## config.mk

```make
export PLATFORM = sky130hd
export DESIGN_NAME = dac_serial_frontend
export DESIGN_NICKNAME = d
export VERILOG_FILES = /design/src/rtl/dacfe_pkg.sv /design/src/rtl/dacfe_sync.sv /design/src/rtl/dacfe_shifter.sv /design/src/rtl/dacfe_decoder.sv /design/src/rtl/dacfe_channel.sv /design/src/rtl/dac_serial_frontend.sv
export SDC_FILE = /design/constraint.sdc
export NUM_CORES = 1
export LEC_CHECK = 0
export BUFFER_PORTS_ARGS = -buffer_cell sky130_fd_sc_hd__buf_2
export CAP_MARGIN = 20
export CORE_MARGIN = 4
export CORE_UTILIZATION = 30
export CTS_BUF_LIST = sky130_fd_sc_hd__clkbuf_4 sky130_fd_sc_hd__clkbuf_8 sky130_fd_sc_hd__clkbuf_16
export CTS_CLUSTER_SIZE = 14
export DETAILED_ROUTE_END_ITERATION = 6
export GPL_ROUTABILITY_DRIVEN = 1
export PLACE_DENSITY = 0.47
export SLEW_MARGIN = 20
export SYNTH_ARGS = -nofsm -noshare
export SYNTH_HDL_FRONTEND = slang
export SYNTH_SLANG_ARGS = --single-unit
```

## constraint.sdc

```tcl
create_clock -name clk -period 4.32 [get_ports clk]
set_input_delay 0.216 -clock clk [delete_from_list [all_inputs] [get_ports clk]]
set_output_delay 0.216 -clock clk [all_outputs]
set_load 0.01 [all_outputs]
```

## src/rtl/dacfe_pkg.sv

```systemverilog
package dacfe_pkg;

   localparam int FRAME_W  = 32;
   localparam int CMD_LSB  = 24;
   localparam int ADDR_LSB = 20;
   localparam int CODE_MSB = 19;

   typedef enum logic [3:0] {
      CMD_STAGE      = 4'h0,
      CMD_COMMIT     = 4'h1,
      CMD_STAGE_ALL  = 4'h2,
      CMD_STAGE_OUT  = 4'h3,
      CMD_POWER      = 4'h4,
      CMD_CLEAR_CODE = 4'h5,
      CMD_FOLLOW     = 4'h6,
      CMD_SOFT_RESET = 4'h7,
      CMD_CHAIN      = 4'h8
   } cmd_e;

   localparam logic [3:0] ADDR_BROADCAST = 4'hF;

   typedef struct packed {
      logic [3:0]  pad_hi;
      logic [3:0]  cmd;
      logic [3:0]  addr;
      logic [19:0] body;
   } frame_t;

endpackage

```

## src/rtl/dacfe_sync.sv

```systemverilog
module dacfe_sync #(
   parameter int         W       = 3,
   parameter int         STAGES  = 2,
   parameter logic [W-1:0] RST_VAL = '0
) (
   input  logic         clk,
   input  logic         rst_n,
   input  logic [W-1:0] d_i,
   output logic [W-1:0] q_o
);

   if (STAGES < 2) begin : g_bad_stages
      $error("dacfe_sync: STAGES must be at least 2");
   end

   for (genvar b = 0; b < W; b++) begin : g_bit
      logic [STAGES-1:0] stage_q;
      always_ff @(posedge clk or negedge rst_n) begin
         if (!rst_n) begin
            stage_q <= {STAGES{RST_VAL[b]}};
         end else begin
            stage_q <= {stage_q[STAGES-2:0], d_i[b]};
         end
      end
      assign q_o[b] = stage_q[STAGES-1];
   end

endmodule

```

## src/rtl/dacfe_shifter.sv

```systemverilog
module dacfe_shifter #(
   parameter int FRAME_W = 32
) (
   input  logic               clk,
   input  logic               rst_n,
   input  logic               sclk_i,
   input  logic               sync_n_i,
   input  logic               sdin_i,
   output logic               frm_vld_o,
   output logic [FRAME_W-1:0] frm_word_o
);

   localparam int CNT_W = $clog2(FRAME_W + 1);
   localparam logic [CNT_W-1:0] LAST_BIT = CNT_W'(FRAME_W - 1);
   localparam logic [CNT_W-1:0] FULL     = CNT_W'(FRAME_W);

   if (FRAME_W < 2) begin : g_bad_frame
      $error("dacfe_shifter: FRAME_W too small");
   end

   logic               sclk_q;
   logic               fall;
   logic [CNT_W-1:0]   cnt_q;
   logic [FRAME_W-1:0] shift_q;
   logic [FRAME_W-1:0] shift_nxt;

   assign fall      = sclk_q & ~sclk_i;
   assign shift_nxt = {shift_q[FRAME_W-2:0], sdin_i};

   always_ff @(posedge clk or negedge rst_n) begin
      if (!rst_n) begin
         sclk_q     <= 1'b1;
         cnt_q      <= '0;
         shift_q    <= '0;
         frm_vld_o  <= 1'b0;
         frm_word_o <= '0;
      end else begin
         sclk_q    <= sclk_i;
         frm_vld_o <= 1'b0;
         if (sync_n_i) begin
            cnt_q <= '0;
         end else if (fall && (cnt_q != FULL)) begin
            shift_q <= shift_nxt;
            cnt_q   <= cnt_q + 1'b1;
            if (cnt_q == LAST_BIT) begin
               frm_vld_o  <= 1'b1;
               frm_word_o <= shift_nxt;
            end
         end
      end
   end

endmodule

```

## src/rtl/dacfe_decoder.sv

```systemverilog
module dacfe_decoder
   import dacfe_pkg::*;
#(
   parameter int NUM_CH = 2,
   parameter int CODE_W = 16
) (
   input  logic [FRAME_W-1:0] frm_word_i,
   input  logic               frm_vld_i,
   output logic [NUM_CH-1:0]  stage_o,
   output logic [NUM_CH-1:0]  load_now_o,
   output logic [NUM_CH-1:0]  commit_o,
   output logic               pd_ld_o,
   output logic               follow_ld_o,
   output logic               clr_ld_o,
   output logic               chain_ld_o,
   output logic               soft_rst_o,
   output logic [CODE_W-1:0]  code_o
);

   frame_t              frm;
   logic [3:0]          cmd;
   logic [3:0]          addr;
   logic [NUM_CH-1:0]   sel;
   logic                addr_ok;
   logic                unused_pad;

   assign frm    = frame_t'(frm_word_i);
   assign cmd    = frm.cmd;
   assign addr   = frm.addr;
   assign code_o = frm_word_i[CODE_MSB -: CODE_W];

   assign unused_pad = ^{frm.pad_hi, frm_word_i[CODE_MSB-CODE_W:0]};

   always_comb begin
      for (int c = 0; c < NUM_CH; c++) begin
         sel[c] = (addr == 4'(c)) || (addr == ADDR_BROADCAST);
      end
   end

   assign addr_ok = |sel;

   always_comb begin
      stage_o     = '0;
      load_now_o  = '0;
      commit_o    = '0;
      pd_ld_o     = 1'b0;
      follow_ld_o = 1'b0;
      clr_ld_o    = 1'b0;
      chain_ld_o  = 1'b0;
      soft_rst_o  = 1'b0;
      if (frm_vld_i) begin
         case (cmd)
            CMD_STAGE: begin
               stage_o = sel;
            end
            CMD_COMMIT: begin
               commit_o = sel;
            end
            CMD_STAGE_ALL: begin
               if (addr_ok) begin
                  stage_o    = sel;
                  load_now_o = sel;
                  commit_o   = ~sel;
               end
            end
            CMD_STAGE_OUT: begin
               stage_o    = sel;
               load_now_o = sel;
            end
            CMD_POWER:      pd_ld_o     = 1'b1;
            CMD_CLEAR_CODE: clr_ld_o    = 1'b1;
            CMD_FOLLOW:     follow_ld_o = 1'b1;
            CMD_SOFT_RESET: soft_rst_o  = 1'b1;
            CMD_CHAIN:      chain_ld_o  = 1'b1;
            default: ;
         endcase
      end
   end

endmodule

```

## src/rtl/dacfe_channel.sv

```systemverilog
module dacfe_channel #(
   parameter int CODE_W = 16
) (
   input  logic              clk,
   input  logic              rst_n,
   input  logic              soft_rst_i,
   input  logic              stage_i,
   input  logic              load_now_i,
   input  logic              commit_i,
   input  logic              pd_ld_i,
   input  logic              pd_val_i,
   input  logic              follow_ld_i,
   input  logic              follow_val_i,
   input  logic [CODE_W-1:0] code_i,
   output logic [CODE_W-1:0] dac_o,
   output logic              pd_o
);

   logic [CODE_W-1:0] stage_q;
   logic [CODE_W-1:0] dac_q;
   logic              pd_q;
   logic              follow_q;

   always_ff @(posedge clk or negedge rst_n) begin
      if (!rst_n) begin
         stage_q  <= '0;
         dac_q    <= '0;
         pd_q     <= 1'b0;
         follow_q <= 1'b0;
      end else if (soft_rst_i) begin
         stage_q  <= '0;
         dac_q    <= '0;
         pd_q     <= 1'b0;
         follow_q <= 1'b0;
      end else begin
         if (stage_i) begin
            stage_q <= code_i;
            if (load_now_i || follow_q) begin
               dac_q <= code_i;
            end
         end else if (commit_i) begin
            dac_q <= stage_q;
         end
         if (pd_ld_i) begin
            pd_q <= pd_val_i;
         end
         if (follow_ld_i) begin
            follow_q <= follow_val_i;
         end
      end
   end

   assign dac_o = dac_q;
   assign pd_o  = pd_q;

endmodule

```

## src/rtl/dac_serial_frontend.sv

```systemverilog
module dac_serial_frontend
   import dacfe_pkg::*;
#(
   parameter int NUM_CH      = 2,
   parameter int CODE_W      = 16,
   parameter int SYNC_STAGES = 2
) (
   input  logic                     clk,
   input  logic                     rst_n,
   input  logic                     sync_n_i,
   input  logic                     sclk_i,
   input  logic                     sdin_i,
   output logic [NUM_CH*CODE_W-1:0] dac_code_o,
   output logic [NUM_CH-1:0]        pd_o,
   output logic [CODE_W-1:0]        clr_code_o,
   output logic                     chain_en_o
);

   if (CODE_W < 12 || CODE_W > 16) begin : g_bad_code_w
      $error("dac_serial_frontend: CODE_W must lie in 12..16");
   end
   if (NUM_CH < 1 || NUM_CH > 8) begin : g_bad_num_ch
      $error("dac_serial_frontend: NUM_CH must lie in 1..8");
   end

   logic [2:0]          pins_s;
   logic                sync_n_s;
   logic                sclk_s;
   logic                sdin_s;
   logic                frm_vld;
   logic [FRAME_W-1:0]  frm_word;
   logic [NUM_CH-1:0]   stage;
   logic [NUM_CH-1:0]   load_now;
   logic [NUM_CH-1:0]   commit;
   logic                pd_ld;
   logic                follow_ld;
   logic                clr_ld;
   logic                chain_ld;
   logic                soft_rst;
   logic [CODE_W-1:0]   code;
   logic [CODE_W-1:0]   clr_q;
   logic                chain_q;

   dacfe_sync #(
      .W       (3),
      .STAGES  (SYNC_STAGES),
      .RST_VAL (3'b110)
   ) u_sync (
      .clk   (clk),
      .rst_n (rst_n),
      .d_i   ({sync_n_i, sclk_i, sdin_i}),
      .q_o   (pins_s)
   );

   assign sync_n_s = pins_s[2];
   assign sclk_s   = pins_s[1];
   assign sdin_s   = pins_s[0];

   dacfe_shifter #(
      .FRAME_W (FRAME_W)
   ) u_shift (
      .clk        (clk),
      .rst_n      (rst_n),
      .sclk_i     (sclk_s),
      .sync_n_i   (sync_n_s),
      .sdin_i     (sdin_s),
      .frm_vld_o  (frm_vld),
      .frm_word_o (frm_word)
   );

   dacfe_decoder #(
      .NUM_CH (NUM_CH),
      .CODE_W (CODE_W)
   ) u_dec (
      .frm_word_i  (frm_word),
      .frm_vld_i   (frm_vld),
      .stage_o     (stage),
      .load_now_o  (load_now),
      .commit_o    (commit),
      .pd_ld_o     (pd_ld),
      .follow_ld_o (follow_ld),
      .clr_ld_o    (clr_ld),
      .chain_ld_o  (chain_ld),
      .soft_rst_o  (soft_rst),
      .code_o      (code)
   );

   for (genvar g = 0; g < NUM_CH; g++) begin : g_ch
      dacfe_channel #(
         .CODE_W (CODE_W)
      ) u_ch (
         .clk          (clk),
         .rst_n        (rst_n),
         .soft_rst_i   (soft_rst),
         .stage_i      (stage[g]),
         .load_now_i   (load_now[g]),
         .commit_i     (commit[g]),
         .pd_ld_i      (pd_ld),
         .pd_val_i     (code[g]),
         .follow_ld_i  (follow_ld),
         .follow_val_i (code[g]),
         .code_i       (code),
         .dac_o        (dac_code_o[g*CODE_W +: CODE_W]),
         .pd_o         (pd_o[g])
      );
   end

   always_ff @(posedge clk or negedge rst_n) begin
      if (!rst_n) begin
         clr_q   <= '0;
         chain_q <= 1'b0;
      end else if (soft_rst) begin
         clr_q   <= '0;
         chain_q <= 1'b0;
      end else begin
         if (clr_ld) begin
            clr_q <= code;
         end
         if (chain_ld) begin
            chain_q <= code[0];
         end
      end
   end

   assign clr_code_o = clr_q;
   assign chain_en_o = chain_q;

endmodule

```

==> results of run 1 <==
per-stage QoR:
stage                     hold WS, ns  setup WS [ns]  utilization [%]  instance area, um2
after floorplan              -0.07959          2.072                -                6021
after global placement         0.3224          1.396            33.40                6544
after detailed placement       0.3222          1.265            33.40                6544
after CTS                      0.3536          1.249            36.98                7244
after global routing           0.3678          1.085            36.99                7247
final                          0.3515          1.319            36.99                7247
what timing repair did:
item / in CTS / in global routing
hold endpoints to repair: 7 / 0
hold buffers: 4 / 0
endpoints found under the setup margin: 0 / 0
setup buffers: 0 / 0
metal layers:
metal | global-route usage, % | wire [um]
met2 | 17.35 | 5421
met4 | 3.705 | 127
met3 | 3.483 | 518
met5 | 0 | 0
met1 | 16.79 | 6244
worst paths after layout:
kind	end	slack [ns]
max in group asynchronous	g_ch[0].u_ch.dac_o[8]	2.73
max reg2reg	g_ch[0].u_ch.dac_o[0]	1.32
min reg2reg	u_sync.g_bit[0].stage_q[1]	0.35
min	u_sync.g_bit[0].stage_q[1]	0.35
min in group asynchronous	g_ch[1].u_ch.dac_o[10]	0.46
max	g_ch[0].u_ch.dac_o[0]	1.32
critical path, delay by kind of cell, from the launching register on:
| kind | cells | cell delay (ns) |
|---|---|---|
| flip-flops | 1 | 0.75 |
| AND/OR/NAND/NOR | 1 | 0.21 |
| multiplexers | 1 | 0.41 |
| AO/OA/AOI/OAI | 2 | 1.51 |
power by group through the flow:
stage / logic (W) / clock network [W] / registers (W)
2_1_floorplan: 0.0000430 / 0 / 0.00149
5_1_grt: 0.0000920 / 0.00174 / 0.00147
3_3_place_gp: 0.0000771 / 0 / 0.00149
3_5_place_dp: 0.0000806 / 0 / 0.00150
4_1_cts: 0.0000839 / 0.00167 / 0.00147
6_report: 0.0000797 / 0.00163 / 0.00147
cells in the mapped netlist, types with 2 or more instances:
master,number,area (um2)
dfrtp_1,145,3628
mux2_2,71,799.5
nand2_1,59,221.5
o21ai_0,35,175.2
nor2_1,27,101.4
mux2i_1,20,200.2
nand2b_1,16,100.1
mux2_4,10,150.1
buf_2,9,45.04
clkbuf_1,8,30.03
inv_1,6,22.52
dfstp_2,5,131.4
nand4_1,4,25.02
a21oi_1,3,15.01
nor2b_1,3,18.77
buf_4,2,15.01
buf_6,2,22.52
ha_1,2,25.02
nand3_1,2,10.01
nand3b_1,2,15.01
o31ai_1,2,15.01
or3_1,2,12.51
xnor2_1,2,17.52
xor2_1,2,17.52
sequential cells by signal, indices dropped and copies added (netlist names):
signal                cells
chain_en_o                1
clr_code_o               16
g_ch.u_ch.dac_o          32
g_ch.u_ch.follow_q        2
g_ch.u_ch.pd_o            2
g_ch.u_ch.stage_q        32
u_shift.cnt_q             6
u_shift.frm_vld_o         1
u_shift.frm_word_o       24
u_shift.sclk_q            1
u_shift.shift_q          27
u_sync.g_bit.stage_q      6
cell type report:
type / count / area share, %
flip-flops and latches: 150 / 51.88
multi-input cells: 277 / 29.13
clock buffers: 22 / 6.820
repair buffers: 64 / 4.990
well taps: 265 / 4.575
clock inverters: 10 / 2.296
inverters: 6 / 0.3108
logic make-up (layout without fill, tap and decap cells):
kind of cell,count (synthesis),count (layout),synth area share (%)
compound gates,47,47,5.258
mux,101,101,19.10
simple gates,123,123,9.476
buf+inv,30,102,2.722
fa+ha+maj,2,2,0.4156
xor+xnor,4,4,0.5820
flops,150,150,62.45
==> metrics.cfg, run 1 <==
[layout]
nFillCells = 1925
syn_to_final_growth_pct = 20.37
stdcell_count = 794
drive_above_1_share_pct = 35.16
final_nets = 523
seq_area_mm2 = 0.003760
layout_commonest_cell = dfrtp_1
antenna_cells = 0
multiInputGateArea_mm2 = 0.002111
layout_common_cells = 145 x dfrtp_1, 71 x mux2_2, 59 x nand2_1

[synth]
synth.distinct_cells = 42
seq_area_frac_synth_pct = 62.45
synthArstFlopShare_pct = 100.0
synth_ff_type = dfrtp_1
avgSynthCellArea_um2 = 13.17
netlist_area_mm2 = 0.006021
synthCells = 457
ys_seq_elements = 150
synth_fp_nets = 464
synth_edf_count = 0
ys_warn_count = 0

[clock_network]
post_cts_resized = 0
clkSinkCount = 150
ctsLongestPathBuffers = 2
numCtsBuffers = 17
clock_latency_ns = 0.42
cts-root-buf = clkbuf_16
clkTransAtPathRegs_ns = 0.06
h-tree-depth = 4
cts_tree = built

[setup_path]
critPathLaunchType = register
crit_arrival_ns = 3.30
critPathKind = register to register
cp_max_fo = 25
crit_start = u_shift.frm_word_o[25]
cp_slowest_cell = o221ai_4
crit_chain = nor2b_1, a211o_1, o221ai_4, mux2_2
reg2regPathDepth = 4
cp-end-kind = register
timing.rr.start = u_shift.frm_word_o[25]
cp.required_ns = 4.62
cpPeakStageDelay_ns = 0.82

[timing]
tightest_slew_ns = 0.9775
rsz0062_at_grt = false
slew_headroom_pct = 34.83
final.setup_skew_ns = 0.009156
fin_tns_setup_ns = 0
max_freq_mhz = 333.2
finalHoldViolCount = 0
slew_violations = 0
setup_viol = 0
fin_crit_ns = 3.001
fin_crit_sh_pct = 69.46

[flow_run]
drv_cap = 0

[power_and_ir_drop]
ir_drop_uv = 259.1
p_leak_nw = 3.630
p_switching_w = 0.0006473
power.density_mw_per_mm2 = 438.3
combPwrFrac_pct = 2.5
finalPower_w = 0.003176
seq_power_share_pct = 46.3
sw_frac_of_total_pct = 20.38
clkPwrFrac_pct = 51.2
p_int_w = 0.002529

[global_routing]
grt_pass1_vias = 3636
grt_antenna_before_repair = 0
track_usage_pct = 11.79
grt_overflow_total = 0
grt_pass1_wl_mm = 20.32
grt_max_degree = 116

[die]
initial_core_util_pct = 30.73
boundaryPins = 56
die_h_um = 149.7
rows = 51
core_mm2 = 0.01959
die-width_um = 149.7
die_area_mm2 = 0.02240

[worst_hold_path]
min_path_type = register to register
hold_start = u_sync.g_bit[0].stage_q[0]
worstHoldPathCells = 0

[detailed_routing]
vias_per_cell = 4.503
first_iter_violations = 153
vias = 3575
dr.pass1.iters = 4
ant_nets = 0
drc_errors = 0
wire_per_inst_um = 15.51
routed_wl_mm = 12.31

[placement]
dpl.cell_count = 758
place_congestion = 0.8077
numPortBuffers = 55
hpwl_mm = 8.002

[outcome]
outcome = complete, no violations

Power figures use the tool's default switching activity.
==> inputs of run 2 (changes only) <==
Settings changed: PLACE_DENSITY 0.47 to 0.49.
Clock period 4.32 ns to 2.4 ns, I/O delays scaled along.
==> metrics.cfg, run 2 (synthesis gave the netlist of run 1 again) <==
[setup_path]
crit_arrival_ns = 2.50  ; -0.80 ns
cp_max_fo = 16  ; -36%
cp-end-kind = register
cp.required_ns = 2.70  ; -1.92 ns
critPathLaunchType = register
critPathKind = register to register

[outcome]
outcome = complete, no violations

[timing]
whs_ns = 0.1880  ; -0.1635 ns
fin_crit_ns = 2.204  ; -0.7974 ns
finalHoldViolCount = 0  ; unchanged
max_freq_mhz = 453.8  ; +36%
rsz0062_at_grt = false
final.setup_skew_ns = 0.009435  ; +0.0002789 ns
setup_viol = 0  ; unchanged
fin_crit_sh_pct = 91.81  ; +22 points
tightest_slew_ns = 0.4234  ; -0.5541 ns
slew_violations = 0  ; unchanged
slew_headroom_pct = 71.77  ; +37 points
fin_tns_setup_ns = 0  ; unchanged

[detailed_routing]
routed_wl_mm = 12.39  ; +0.64%
dr.pass1.iters = 4  ; unchanged
drc_errors = 0  ; unchanged
first_iter_violations = 125  ; -18%
vias = 3587  ; +0.34%
ant_nets = 0  ; unchanged
wire_per_inst_um = 15.41  ; -0.61%
vias_per_cell = 4.461  ; -0.91%

[placement]
numPortBuffers = 55  ; unchanged
place_congestion = 0.7627  ; -5.6%
dpl.cell_count = 768  ; +1.3%
hpwl_mm = 8.368  ; +4.6%

[power_and_ir_drop]
p_leak_nw = 3.702  ; +2.0%
ir_drop_uv = 476.2  ; +84%
power.density_mw_per_mm2 = 774.0  ; +77%

[global_routing]
track_usage_pct = 12.21  ; +0.42 points
grt_pass1_vias = 3858  ; +6.1%
grt_overflow_total = 0  ; unchanged
grt_pass1_wl_mm = 21.02  ; +3.5%
grt_antenna_before_repair = 0  ; unchanged
grt_max_degree = 73  ; -37%

[clock_network]
cts-root-buf = clkbuf_16
clock_latency_ns = 0.42  ; about the same
ctsLongestPathBuffers = 2  ; unchanged
cts_tree = built
numCtsBuffers = 17  ; unchanged
clkTransAtPathRegs_ns = 0.06  ; about the same
clkSinkCount = 150  ; unchanged
h-tree-depth = 4  ; unchanged

[die]
boundaryPins = 56  ; unchanged
rows = 51  ; unchanged
die_area_mm2 = 0.02240  ; unchanged
die-width_um = 149.7  ; unchanged
initial_core_util_pct = 30.73  ; unchanged
core_mm2 = 0.01959  ; unchanged
die_h_um = 149.7  ; unchanged

[layout]
syn_to_final_growth_pct = 22.78
layout_commonest_cell = dfrtp_1
layout_common_cells = 145 x dfrtp_1, 71 x mux2_2, 59 x nand2_1
drive_above_1_share_pct = 36.36  ; +1.2 points
stdcell_count = 804  ; +1.3%
antenna_cells = 0  ; unchanged
final_nets = 533  ; +1.9%

[flow_run]
drv_cap = 0  ; unchanged

[worst_hold_path]
min_path_type = input pin to asynchronous set/reset pin

==> run 2: changes by cell type in the layout (fill, tap and decap cells not counted), sizes merged <==
cell and delta:
inv -1, buf +11, bufinv +1, clkbuf -4
clkinv +3
==> run 2: cell type report <==
class | count | area (um2)
fillers | 1898 | 12200
clock buffers | 19 | 452.9
clock inverters | 13 | 202.7
multi-input cells | 277 | 2113
inverters | 6 | 22.52
repair buffers | 74 | 509.2
well taps | 265 | 331.6
flip-flops and latches | 150 | 3760
==> run 2: worst paths after layout <==
path / slack, ns / endpoint / from / cells after the start
setup / recovery: 0.20 / g_ch[0].u_ch.dac_o[15] / u_shift.frm_word_o[20] / 5
hold reg to reg: 0.35 / u_sync.g_bit[1].stage_q[1] / u_sync.g_bit[1].stage_q[0] / 0
max in group asynchronous: 1.47 / u_sync.g_bit[2].stage_q[0] / rst_n / 3
hold / removal: 0.19 / g_ch[1].u_ch.dac_o[15] / rst_n / 2
min in group clk: 0.34 / u_sync.g_bit[0].stage_q[0] / sdin_i / 2
setup reg to reg: 0.20 / g_ch[0].u_ch.dac_o[15] / u_shift.frm_word_o[20] / 5
==> run 2: timing repair <==
| item | CTS | global route |
|---|---|---|
| buffers inserted | 0 | 0 |
| hold buffers | 4 | 0 |
| resized for setup | 0 | 1 |
| endpoints found under the hold margin | 43 | 0 |
| setup endpoints to repair | 0 | 6 |
==> run 2: metal layers <==
metal / part of all wire [%] / GRT usage [%] / wire length (um) / up-vias
li1: - / - / - / 1710
met4: 1.0 / 3.705 / 128 / 0
met2: 45 / 18.67 / 5580 / 53
met3: 3.9 / 3.695 / 486 / 12
met5: 0 / 0 / 0 / -
met1: 50 / 16.80 / 6195 / 1812
==> run 2: power breakdown <==
group | switching, W | internal (W) | total, W
registers | 0.0000501 | 0.00260 | 0.00265
clock network | 0.00102 | 0.00189 | 0.00292
logic | 0.0000794 | 0.0000725 | 0.000152
==> run 2: through the flow <==
stage / worst slack [ns] / total power (W) / util (%) / area (um2)
final: 0.1965 / 0.005721 / 37.73 / 7392
after global routing: 0.1104 / 0.005948 / 37.73 / 7392
after detailed placement: 0.1109 / 0.002852 / 34.16 / 6691
after global placement: 0.2017 / 0.002846 / 34.16 / 6691
after CTS: 0.1057 / 0.005813 / 37.71 / 7387
after floorplan: 0.1515 / 0.002753 / - / 6021
==> run 2: worst max-delay path, stage by stage, from the launching register on <==
cell,delay [ns]
dfrtp_1,0.41
or4_4,0.54
a211o_1,0.37
o221ai_4,0.21
buf_12,0.20
mux2_2,0.35
